$ cat src/rtl/romrd_pkg.sv
package romrd_pkg;

  typedef enum logic [2:0] {
    ST_IDLE,
    ST_SETUP,
    ST_ACCESS,
    ST_HOLD,
    ST_RECOVER
  } rr_state_e;

  function automatic int imax(input int a, input int b);
    return (a > b) ? a : b;
  endfunction

endpackage

$ cat src/rtl/romrd_timer.sv
module romrd_timer #(
  parameter int CNT_W = 4
) (
  input  logic             clk,
  input  logic             rst,
  input  logic             load,
  input  logic [CNT_W-1:0] load_val,
  output logic             zero
);

  logic [CNT_W-1:0] cnt;

  always_ff @(posedge clk) begin
    if (rst)            cnt <= '0;
    else if (load)      cnt <= load_val;
    else if (cnt != '0) cnt <= cnt - 1'b1;
  end

  assign zero = (cnt == '0);

endmodule

$ cat src/rtl/romrd_datapath.sv
module romrd_datapath #(
  parameter int ADDR_W = 21
) (
  input  logic              clk,
  input  logic              rst,
  input  logic              load,
  input  logic [ADDR_W:0]   ld_addr,
  input  logic              ld_word,
  input  logic              drop_q15,
  input  logic              capture,
  input  logic [15:0]       rom_q,
  output logic [ADDR_W-1:0] rom_addr,
  output logic              rom_wide,
  output logic              q15_out,
  output logic              q15_oe,
  output logic [15:0]       rd_data
);

  // Address, width pin and top-line drive are all registered.
  always_ff @(posedge clk) begin
    if (rst) begin
      rom_addr <= '0;
      rom_wide <= 1'b0;
      q15_out  <= 1'b0;
      q15_oe   <= 1'b0;
    end else if (load) begin
      rom_addr <= ld_addr[ADDR_W:1];
      rom_wide <= ld_word;
      q15_out  <= ld_addr[0];
      q15_oe   <= ~ld_word;
    end else if (drop_q15) begin
      q15_oe   <= 1'b0;
    end
  end

  // Lane steering: 8-bit reads are zero-extended and ignore the upper lines.
  always_ff @(posedge clk) begin
    if (rst)          rd_data <= '0;
    else if (capture) rd_data <= rom_wide ? rom_q : {8'h00, rom_q[7:0]};
  end

endmodule

$ cat src/rtl/romrd_ctrl.sv
module romrd_ctrl
  import romrd_pkg::*;
#(
  parameter int ADDR_W   = 21,
  parameter int TACE_CYC = 15,
  parameter int TAA_CYC  = 15,
  parameter int TOE_CYC  = 7,
  parameter int TDF_CYC  = 3
) (
  input  logic              clk,
  input  logic              rst,
  input  logic              req_valid,
  output logic              req_ready,
  input  logic [ADDR_W:0]   req_addr,
  input  logic              req_word,
  input  logic              burst_keep,
  output logic [15:0]       rd_data,
  output logic              rd_valid,
  output logic              rom_cs_n,
  output logic              rom_oe_n,
  output logic              rom_wide,
  output logic [ADDR_W-1:0] rom_addr,
  input  logic [15:0]       rom_q,
  output logic              q15_out,
  output logic              q15_oe
);

  localparam int GATE_CYC = imax(TACE_CYC, TOE_CYC);
  localparam int MAX_CYC  = imax(imax(GATE_CYC, TAA_CYC), TDF_CYC);
  localparam int CNT_W    = $clog2(MAX_CYC + 1);

  rr_state_e        state;
  logic             tmr_zero, tmr_load;
  logic [CNT_W-1:0] tmr_val;
  logic             accept, same_mode, leave_hold, capture, drop_q15;

  assign same_mode  = (req_word == rom_wide);
  assign req_ready  = (state == ST_IDLE) ||
                      (state == ST_HOLD && burst_keep && same_mode);
  assign accept     = req_valid && req_ready;
  assign capture    = (state == ST_ACCESS) && tmr_zero;
  assign leave_hold = !burst_keep || (req_valid && !same_mode);
  assign drop_q15   = (state == ST_RECOVER) && tmr_zero;

  always_comb begin
    tmr_load = 1'b0;
    tmr_val  = '0;
    unique case (state)
      ST_SETUP: begin
        tmr_load = 1'b1;
        tmr_val  = CNT_W'(GATE_CYC - 1);
      end
      ST_ACCESS: if (tmr_zero && !burst_keep) begin
        tmr_load = 1'b1;
        tmr_val  = CNT_W'(TDF_CYC - 1);
      end
      ST_HOLD: if (accept) begin
        tmr_load = 1'b1;
        tmr_val  = CNT_W'(TAA_CYC - 1);
      end else if (leave_hold) begin
        tmr_load = 1'b1;
        tmr_val  = CNT_W'(TDF_CYC - 1);
      end
      default: ;
    endcase
  end

  always_ff @(posedge clk) begin
    if (rst) begin
      state    <= ST_IDLE;
      rom_cs_n <= 1'b1;
      rom_oe_n <= 1'b1;
      rd_valid <= 1'b0;
    end else begin
      rd_valid <= 1'b0;
      unique case (state)
        ST_IDLE:  if (accept) state <= ST_SETUP;
        ST_SETUP: begin
          state    <= ST_ACCESS;
          rom_cs_n <= 1'b0;
          rom_oe_n <= 1'b0;
        end
        ST_ACCESS: if (tmr_zero) begin
          rd_valid <= 1'b1;
          if (burst_keep) begin
            state <= ST_HOLD;
          end else begin
            state    <= ST_RECOVER;
            rom_cs_n <= 1'b1;
            rom_oe_n <= 1'b1;
          end
        end
        ST_HOLD: begin
          if (accept) begin
            state <= ST_ACCESS;
          end else if (leave_hold) begin
            state    <= ST_RECOVER;
            rom_cs_n <= 1'b1;
            rom_oe_n <= 1'b1;
          end
        end
        ST_RECOVER: if (tmr_zero) state <= ST_IDLE;
        default:    state <= ST_IDLE;
      endcase
    end
  end

  romrd_timer #(.CNT_W(CNT_W)) u_timer (
    .clk      (clk),
    .rst      (rst),
    .load     (tmr_load),
    .load_val (tmr_val),
    .zero     (tmr_zero)
  );

  romrd_datapath #(.ADDR_W(ADDR_W)) u_dp (
    .clk      (clk),
    .rst      (rst),
    .load     (accept),
    .ld_addr  (req_addr),
    .ld_word  (req_word),
    .drop_q15 (drop_q15),
    .capture  (capture),
    .rom_q    (rom_q),
    .rom_addr (rom_addr),
    .rom_wide (rom_wide),
    .q15_out  (q15_out),
    .q15_oe   (q15_oe),
    .rd_data  (rd_data)
  );

  // output gate never active without select
  p_oe_with_cs_r4: assert property (@(posedge clk) disable iff (rst)
    !rom_oe_n |-> !rom_cs_n);

  // valid strobe lasts one cycle
  p_valid_pulse_r9: assert property (@(posedge clk) disable iff (rst)
    rd_valid |=> !rd_valid);

  // top line driven only in 8-bit mode; byte result zero-extended
  p_q15_byte_only_r3: assert property (@(posedge clk) disable iff (rst)
    q15_oe |-> !rom_wide);
  p_byte_zero_ext_r3: assert property (@(posedge clk) disable iff (rst)
    (rd_valid && !rom_wide) |-> (rd_data[15:8] == 8'h00));

  // 16-bit result equals the lines sampled at the capture edge
  p_word_data_r2: assert property (@(posedge clk) disable iff (rst)
    (rd_valid && rom_wide) |-> (rd_data == $past(rom_q)));

  // the top line turns around only while the ROM is deselected
  p_q15_turn_r8: assert property (@(posedge clk) disable iff (rst)
    $rose(q15_oe) |-> $past(rom_cs_n));

  // address lines frozen during an access
  p_addr_hold_r10: assert property (@(posedge clk) disable iff (rst)
    (state == ST_ACCESS && $past(state == ST_ACCESS)) |->
      ($stable(rom_addr) && $stable(q15_out)));

  // idle means standby
  p_idle_standby_r1: assert property (@(posedge clk) disable iff (rst)
    (state == ST_IDLE) |-> (rom_cs_n && rom_oe_n));

endmodule

$ cat config.mk
export PLATFORM = sky130hd
export DESIGN_NAME = romrd_ctrl
export DESIGN_NICKNAME = d
export VERILOG_FILES = /design/src/rtl/romrd_pkg.sv /design/src/rtl/romrd_timer.sv /design/src/rtl/romrd_datapath.sv /design/src/rtl/romrd_ctrl.sv
export SDC_FILE = /design/constraint.sdc
export NUM_CORES = 1
export LEC_CHECK = 0
export BUFFER_PORTS_ARGS = -buffer_cell sky130_fd_sc_hd__buf_2
export CAP_MARGIN = 20
export CORE_UTILIZATION = 39
export DETAILED_ROUTE_END_ITERATION = 8
export PLACE_DENSITY = 0.76
export SYNTH_ARGS = -nofsm -noshare
export SYNTH_HDL_FRONTEND = slang
export SYNTH_HIERARCHICAL = 1
export SYNTH_SLANG_ARGS = --single-unit
$ cat constraint.sdc
create_clock -name clk -period 2.06 [get_ports clk]
set_input_delay 0.412 -clock clk [delete_from_list [all_inputs] [get_ports clk]]
set_output_delay 0.412 -clock clk [all_outputs]
set_load 0.02 [all_outputs]
# Word-level counts from Yosys, hierarchy flattened
# Index checks and enable logic that the tools add are counted.
# word_totals
ff_bits,49
output_inout_bits,44
# classes
n_addsub,1
n_eq_ne,12
muxes,26
bitwise,2
n_reduce_logical,20
# op_table
cell,count
two-way mux 3 bit,6
two-way mux 16 bit,1
one-hot mux 3 bit (5 select lines),1
two-way mux 4 bit,3
"!= test 2 bit, second input constant",6
one-hot mux 4 bit (3 select lines),1
two-way mux 1 bit,10
logical AND 1 bit,7
"== test 3 x 2 -> 1 bit, second input constant",2
one-hot mux 1 bit (3 select lines),2
AND reduction 5 bit,1
logical NOT 4 bit,1
two-way mux 2 bit,2
AND reduction 4 bit,1
nonzero test 2 bit,2
nonzero test 4 bit,1
"subtractor 4 x 1 -> 4 bit, second input constant",1
"== test 3 x 1 -> 1 bit, second input constant",1
"== test 3 bit, second input constant",1
logical NOT 3 bit,1
"!= test 3 bit, second input constant",1
nonzero test 3 bit,1
logical NOT 1 bit,2
logical OR 1 bit,2
3 further kinds,4

# Longest topological paths before layout
# Gate-level depths: netlist of run 1.
# depth
word_depth,8
ltp_mapped,9
ltp_nobuf,9

# Hierarchy
# The synthesis of run 1 kept the hierarchy.
# by_module_without_submodules
mod,n_inst,cells_per_inst,area_each_um2,seq_area_each_um2
romrd_datapath,1,139,1432.6,800.8
romrd_ctrl,1,50,389.1,100.1
romrd_timer,1,24,229.0,80.1

# Worst setup path before layout of run 1
# Ideal clock, no wire load.
# synth_path
kind,reg2reg
start,reg u_timer.cnt[0]
end,reg u_timer.cnt[3]
setup_time_ns,0.092
arrival_time_ns,1.902
required_time_ns,1.968
slack_ns,0.066
path_stages_with_launch,10
path_buffers,0
synth_period_minus_slack_ns,1.994
cell_sequence,dfxtp_1 > inv_1 > ha_1 > nor3b_4 > nor2_1 > nor4b_1 > a31oi_1 > or2b_1 > or2_2 > o32ai_1
# synth_between
elab_chain_cells,5
elab_cells_between_ends,9
cone_classes,1 x add/sub; 4 x mux; 4 x reduce/logical
# synth_rtl
element,line,rtl
start: declaration,romrd_timer.sv:11,logic [CNT_W-1:0] cnt;
start signal: assignment,romrd_timer.sv:15,else if (load) cnt <= load_val;
start signal: assignment,romrd_timer.sv:16,else if (cnt != '0) cnt <= cnt - 1'b1;
logical NOT 4 bit *,romrd_timer.sv:19,assign zero = (cnt == '0);
via tmr_zero,romrd_ctrl.sv:33,"logic tmr_zero, tmr_load;"
logical AND 1 bit *,romrd_ctrl.sv:53,ST_ACCESS: if (tmr_zero && !burst_keep) begin
two-way mux 1 bit *,romrd_ctrl.sv:53,
one-hot mux 1 bit (3 select lines) *,romrd_ctrl.sv:48,unique case (state)
via tmr_load,romrd_ctrl.sv:33,
two-way mux 4 bit / nonzero test 2 bit (equally long branches),-,
# The timed path passes the listed nets; every way through them passes the cells marked *. The select of a mux whose other input is x is not followed.
# A chain may end at the register's enable or synchronous reset.

# Worst setup path after layout of run 1
# Same ends and word-level chain as after synthesis.

==> results of run 1 <==
## layout make-up
| cell class | count | area, µm² |
|---|---|---|
| Inverter | 4 | 15.0 |
| Timing Repair Buffer | 97 | 526 |
| Clock buffer | 6 | 82.6 |
| Sequential cell | 49 | 983 |
| Multi-Input combinational cell | 146 | 991 |
| Clock inverter | 2 | 37.5 |
| Fill cell | 490 | 2350 |
| Tap cell | 70 | 87.6 |
## per-stage QoR
step                      power, mW  cell area (µm²)
after CTS                      2.94             2700
after detailed placement       2.21             2580
after global routing           3.11             2720
after global placement         2.18             2580
after floorplan                1.91             2050
final                          2.94             2720
## cell usage after synthesis (2+ instances only)
master    count
a21oi_1      15
a31oi_1       3
buf_2         3
buf_4         3
buf_6         2
clkbuf_1      5
dfxtp_1      49
inv_1         3
mux2i_1      31
nand2_1       6
nand2b_1     11
nand3_1      10
nor2_1       36
nor2b_1       2
nor3_1        4
o22ai_1       2
or2b_1        2
or3b_1        2
xnor2_1       3
## worst reg2reg max path: stages (launching register included)
cell	delay (ns)
dfxtp_2	0.34
inv_1	0.06
ha_1	0.22
nor3b_4	0.16
nor2_1	0.09
nor4b_1	0.06
a31oi_1	0.18
or2b_1	0.26
or2_4	0.26
o32ai_2	0.25
## registers in the layout (all words and copies together), names as in the netlist
| register | count |
|---|---|
| rd_valid | 1 |
| rom_oe_n | 1 |
| state | 3 |
| u_dp/q15_oe | 1 |
| u_dp/q15_out | 1 |
| u_dp/rd_data | 16 |
| u_dp/rom_addr | 21 |
| u_dp/rom_wide | 1 |
| u_timer/cnt | 4 |
## worst paths after layout
kind / end / cells after the start
min reg2reg: u_dp/rd_data[10] / 2
max reg2reg: u_timer/cnt[3] / 9
max: u_timer/cnt[3] / 9
min: u_dp/rd_data[0] / 3
## metal layers
metal / up-vias / wire length [µm] / GRT usage (%)
met5: - / 0 / 0
met4: 0 / 46 / 4.40
met3: 6 / 238 / 4.61
met2: 59 / 2100 / 25.3
met1: 836 / 2070 / 20.6
li1: 902 / - / -
## logic make-up (layout without fill, tap and decap cells)
kind of cell               Yosys count  in the layout
AOI/OAI and AO/OA                   25             25
xor gates and xnor gates             4              4
adders and majority gates            1              1
buffers and inverters               18            109
DFF                                 49             49
muxes                               32             32
other                                1              1
and+or+nand+nor                     83             83
## report_power, final
| part | internal, mW | switching (mW) | leakage (nW) |
|---|---|---|---|
| clock | 0.395 | 0.327 | 0.0574 |
| combinational | 0.490 | 0.557 | 0.796 |
| sequential | 1.08 | 0.0925 | 0.401 |
| total | 1.96 | 0.976 | 1.25 |
## repair_timing
item	CTS	global route
hold buffers	0	0
resized for setup	0	5
setup endpoints to repair	0	13
==> impl_results.md, run 1 <==
* H-tree depth at 2
* Fmax at 508 MHz
* Vias per cell at 4.82
* Most frequent cells in the layout: 86 x buf_2, 47 x dfxtp_1, 35 x nor2_1
* Most area-hungry cell type in the Yosys netlist: dfxtp_1
* RSZ-0062 raised after global routing: true
* Static Leakage at 1.25 nW
* Setup violators final at 0
* Synth Instances at 213
* Startpoint Class: flop
* Fin cells at 374
* I/O Pins at 87
* Final Hold Vio Count at 0
* Rows at 26
* Vias in the first global route at 1,545
* Tmin final at 1.97 ns
* Max rail drop VDD at 0.593 mV
* TritonCTS Sinks at 49
* Dpl hpwl at 3180 µm
* Synth Register Bits at 49
* Slowest-stage cell, CP: dfxtp_2
* Seq/Total Area, Yosys at 47.8%
* Most common cell after layout, fill and taps aside: buf_2
* Pre-antenna DRT Iters at 4
* DR iter-0 viols at 50
* Top cells by area, synth: dfxtp_1 48%, mux2i_1 15%, nor2_1 6.6%
* Worst-case clock buffer depth at 2
* Simple-gate share of the synthesized area at 21.3%
* Via count at 1,803
* Power per cell area at 1080 nW/µm²
* Worst hold path startpoint: rom_q[0]
* Largest family of logic cells by synthesized area: simple AND/OR/NAND/NOR gates
* Worst-Margin Slew at 0.512 ns
* Reg2reg start: u_timer/cnt[0]
* Pins over their slew limit at 0
* Initial antenna violation count at 0
* Die ar. at 5550 µm²
* Die Width at 74.5 µm
* Mapped Area at 2050 µm²
* Top FF cell, synth: dfxtp_1
* Area Growth Syn to Fin at 32.8%
* Yosys warns at 6
* Post-synth net total at 257
* Initial Util at 40.4%
* Detail Route Antenna Nets at 0
* Worst EP required at 2.27 ns
* Post-synthesis adder-cell area fraction at 0.610%
* Post-synth ARST share at 0%
* Cell variety after synth at 40
* CP Max Fanout at 3
* Mux cell area share after synthesis at 15.7%
* Final Util at 53.6%
* Post-layout net count at 347
* FF-to-FF setup slack at 0.09 ns
* Complex-gate fraction of the synthesized area at 7.44%
* Setup Fix Bufs, Post-CTS at 0
* Antenna fix cells at 0
* CTS tree: built
* Clk_lat worst skew at 0.30 ns
* Final wirelength at 4450 µm
* Status: complete, no violations
* Final period utilization at 95.5%
* Routed len/inst at 11.9 µm
* Crit path from: u_timer/cnt[0]
* Placed insts at 366
* Residual DRC at 0
* Avg Cell Area, Syn at 9.63 µm²
* CP delay by family, top: simple AND/OR/NAND/NOR gates
* CTS Buf Count at 5
* MaxCap Viol Count at 0
* CP cell instances: inv_1 -> ha_1 -> nor3b_4 -> nor2_1 -> nor4b_1 -> a31oi_1 -> or2b_1 -> or2_4 -> o32ai_2
* Total Routing Usage GR at 15.7%
* Setup WS pre-CTS at 0.0656 ns
* Core ar. at 5070 µm²
* Worst hold path type: input pin to flop
* Post-route setup TNS at 0 ns
* Remaining Overflow, GRT at 0
* Final hold slack at 0.342 ns
* Worst slew margin at 65.9%
* Largest net degree at the start of global routing at 27
* Worst setup margin at 0.0931 ns
* CP max stage delay at 0.34 ns
* Share of cells above drive strength 1 at 38.8%
* Clock root buffer: clkbuf_8
* CP Class: flop to flop
* Worst setup EP type: flop
* Share of the synthesized area in the top cell type at 47.8%
* WP data arrival at 2.18 ns
* Clk slew on worst S/H paths at 0.09 ns
* CP Buf/Inv Count at 1
* Clock Skews at 0.00409 ns
* Post-synth EDFFs at 0
* First-pass GRT wire length at 6690 µm
* RD Place Congestion at 0.827
* Port buffer count at 86
* Die H at 74.5 µm
* Xor/xnor share of the synthesized area at 1.71%
No activity file was read; power rests on OpenSTA's default activity.
==> run 2: changes to the inputs <==
Settings changed: PLACE_DENSITY 0.76 to 0.72.
==> impl_results.md, run 2 (synthesis results as in run 1) <==
* Status: complete, no violations
* Fmax at 522 MHz (+2.7%)
* Worst setup margin at 0.145 ns (+0.0519 ns)
* Worst reg2reg endpoint: u_timer/cnt[3]
* Die H at 74.5 µm (unchanged)
* Initial antenna violation count at 0 (unchanged)
* Area Growth Syn to Fin at 31.8%
* CTS tree: built
* CTS Buf Count at 5 (unchanged)
* Pins over their slew limit at 0 (unchanged)
* Port buffer count at 86 (unchanged)
* Area occupied by multi-input gates at 1000 µm² (+1.4%)
* Regs by FF count: u_dp/rom_addr (21), u_dp/rd_data (16), u_timer/cnt (4)
* TritonCTS Sinks at 49 (unchanged)
* Final Hold Vio Count at 0 (unchanged)
* I/O Pins at 87 (unchanged)
* FF-to-FF setup slack at 0.14 ns (+0.05 ns)
* Startpoint Class: flop
* RSZ-0062 raised after global routing: true
* Rows at 26 (unchanged)
* Share of cells above drive strength 1 at 39.8% (+0.99 points)
* Remaining Overflow, GRT at 0 (unchanged)
* Clk_lat worst skew at 0.30 ns (about the same)
* RD Place Congestion at 0.856 (+3.5%)
* Max rail drop VDD at 0.506 mV (-15%)
* Residual DRC at 0 (unchanged)
* Initial Util at 40.4% (unchanged)
* CP Max Fanout at 3 (unchanged)
* Antenna fix cells at 0 (unchanged)
* Clock root buffer: clkbuf_8
* Hold Path Sink: u_dp/rom_addr[5]
* Worst hold path type: input pin to flop
* Dpl hpwl at 3290 µm (+3.6%)
* Worst EP required at 2.27 ns (about the same)
* DR iter-0 viols at 42 (-16%)
* Pre-antenna DRT Iters at 4 (unchanged)
* Via count at 1,790 (-0.72%)
* Reg2reg start: u_timer/cnt[0]
* Reg with most FFs: u_dp/rom_addr
* Tmin final at 1.92 ns (-0.0519 ns)
* Vias in the first global route at 1,673 (+8.3%)
* Die Width at 74.5 µm (unchanged)
* Power per cell area at 1030 nW/µm² (-5.0%)
* Routed len/inst at 12.0 µm (+0.47%)
* Setup violators final at 0 (unchanged)
* Most frequent cells in the layout: 86 x buf_2, 45 x dfxtp_1, 35 x nor2_1
* Static Leakage at 1.24 nW (-1.4%)
* Fillers at 482 (-1.6%)
* Worst setup EP type: flop
* Worst Hold Depth at 3 (unchanged)
* Vias per cell at 4.79 (-0.72%)
* H-tree depth at 2 (unchanged)
* Worst Reg-to-Reg Cells at 9 (unchanged)
* Final cell area excluding filler cells at 2700 µm² (-0.74%)
* Worst hold path startpoint: req_addr[6]
* Detail Route Antenna Nets at 0 (unchanged)
* MaxCap Viol Count at 0 (unchanged)
* First-pass GRT wire length at 7150 µm (+6.8%)
* Clk slew on worst S/H paths at 0.09 ns (about the same)
* Total Routing Usage GR at 16.7% (+0.96 points)
* Final wirelength at 4470 µm (+0.47%)
* Post-layout net count at 347 (unchanged)
* Dpl cell area at 2580 µm² (unchanged)
* Final period utilization at 93.0% (-2.5 points)
* WP data arrival at 2.12 ns (-0.06 ns)
* Core ar. at 5070 µm² (unchanged)
* Post-CTS Hold Fix Bufs at 0 (unchanged)
* Largest net degree at the start of global routing at 25 (-7.4%)
* Clock Skews at 0.00593 ns (+0.00184 ns)
* Reg area at 986 µm² (+0.25%)
* CP Class: flop to flop
* Most common cell after layout, fill and taps aside: buf_2
* Setup WS pre-CTS at 0.0237 ns (-0.0419 ns)
* Max FFs per register at 21 (unchanged)
* Die ar. at 5550 µm² (unchanged)
* Worst-case clock buffer depth at 2 (unchanged)
[run 2: changes by cell type in the layout (fill, tap and decap cells not counted)]
cell / previous run / this run
clkbuf_1: 0 / 2
dfxtp_1: 47 / 45
dfxtp_2: 2 / 4
bufinv_16: 1 / 0
clkbuf_8: 6 / 5
ha_1: 1 / 0
ha_2: 0 / 1
nor3_1: 3 / 2
nor3_2: 1 / 2
nor4b_1: 1 / 0
nor4b_2: 0 / 1
[run 2: per-layer routing]
layer,GRT usage [%],wire (µm),part of all wire [%],vias to the layer above
met4,6.29,53,1.2,0
met5,0,0,0,-
li1,-,-,-,903
met2,28.6,2190,49,47
met1,20.3,2020,45,834
met3,3.93,214,4.8,6
[run 2: repair_timing]
item | 4_1_cts | 5_1_grt
endpoints found under the setup margin | 2 | 13
setup buffers | 0 | 0
resized for setup | 2 | 8
[run 2: final cells by class]
class                   instances  area share, %
flip-flops and latches         49           36.5
inverters                       4          0.556
repair buffers                 97           19.4
clock buffers                   7           2.82
clock inverters                 1          0.278
multi-input cells             146           37.2
well taps                      70           3.24
[run 2: critical path, stage by stage (launching register included)]
cell	delay (ns)
dfxtp_2	0.34
inv_1	0.06
ha_2	0.19
nor3b_4	0.15
nor2_1	0.12
nor4b_2	0.06
a31oi_1	0.20
or2b_1	0.27
or2_4	0.26
o32ai_2	0.19
[run 2: how the worst max path moves through the flow]
| stage | start | end | slack, ns | depth (start not counted) |
|---|---|---|---|---|
| after floorplan | u_timer/cnt[0] | u_timer/cnt[3] | 0.07 | 9 |
| after global placement | u_timer/cnt[0] | u_timer/cnt[3] | 0.14 | 9 |
| after detailed placement | u_timer/cnt[0] | u_timer/cnt[3] | 0.02 | 9 |
| after CTS | u_timer/cnt[0] | u_timer/cnt[3] | 0.03 | 9 |
| after global routing | u_timer/cnt[0] | u_timer/cnt[2] | -0.002 | 10 |
| final | u_timer/cnt[0] | u_timer/cnt[3] | 0.14 | 9 |
[run 2: metrics by stage]
step	TNS (ns)	power, mW	hold slack (ns)	util, %	std cells
after floorplan	0	1.91	0.481	-	213
after global placement	0	2.19	0.452	50.9	366
after detailed placement	0	2.20	0.458	50.9	366
after CTS	0	2.77	0.337	52.7	374
after global routing	-0.00152	2.94	0.343	53.3	374
final	0	2.77	0.345	53.3	374
[run 2: report_power, final]
group	total [mW]	internal (mW)	switching [mW]
sequential	1.18	1.08	0.0978
clock	0.549	0.241	0.308
combinational	1.05	0.494	0.551
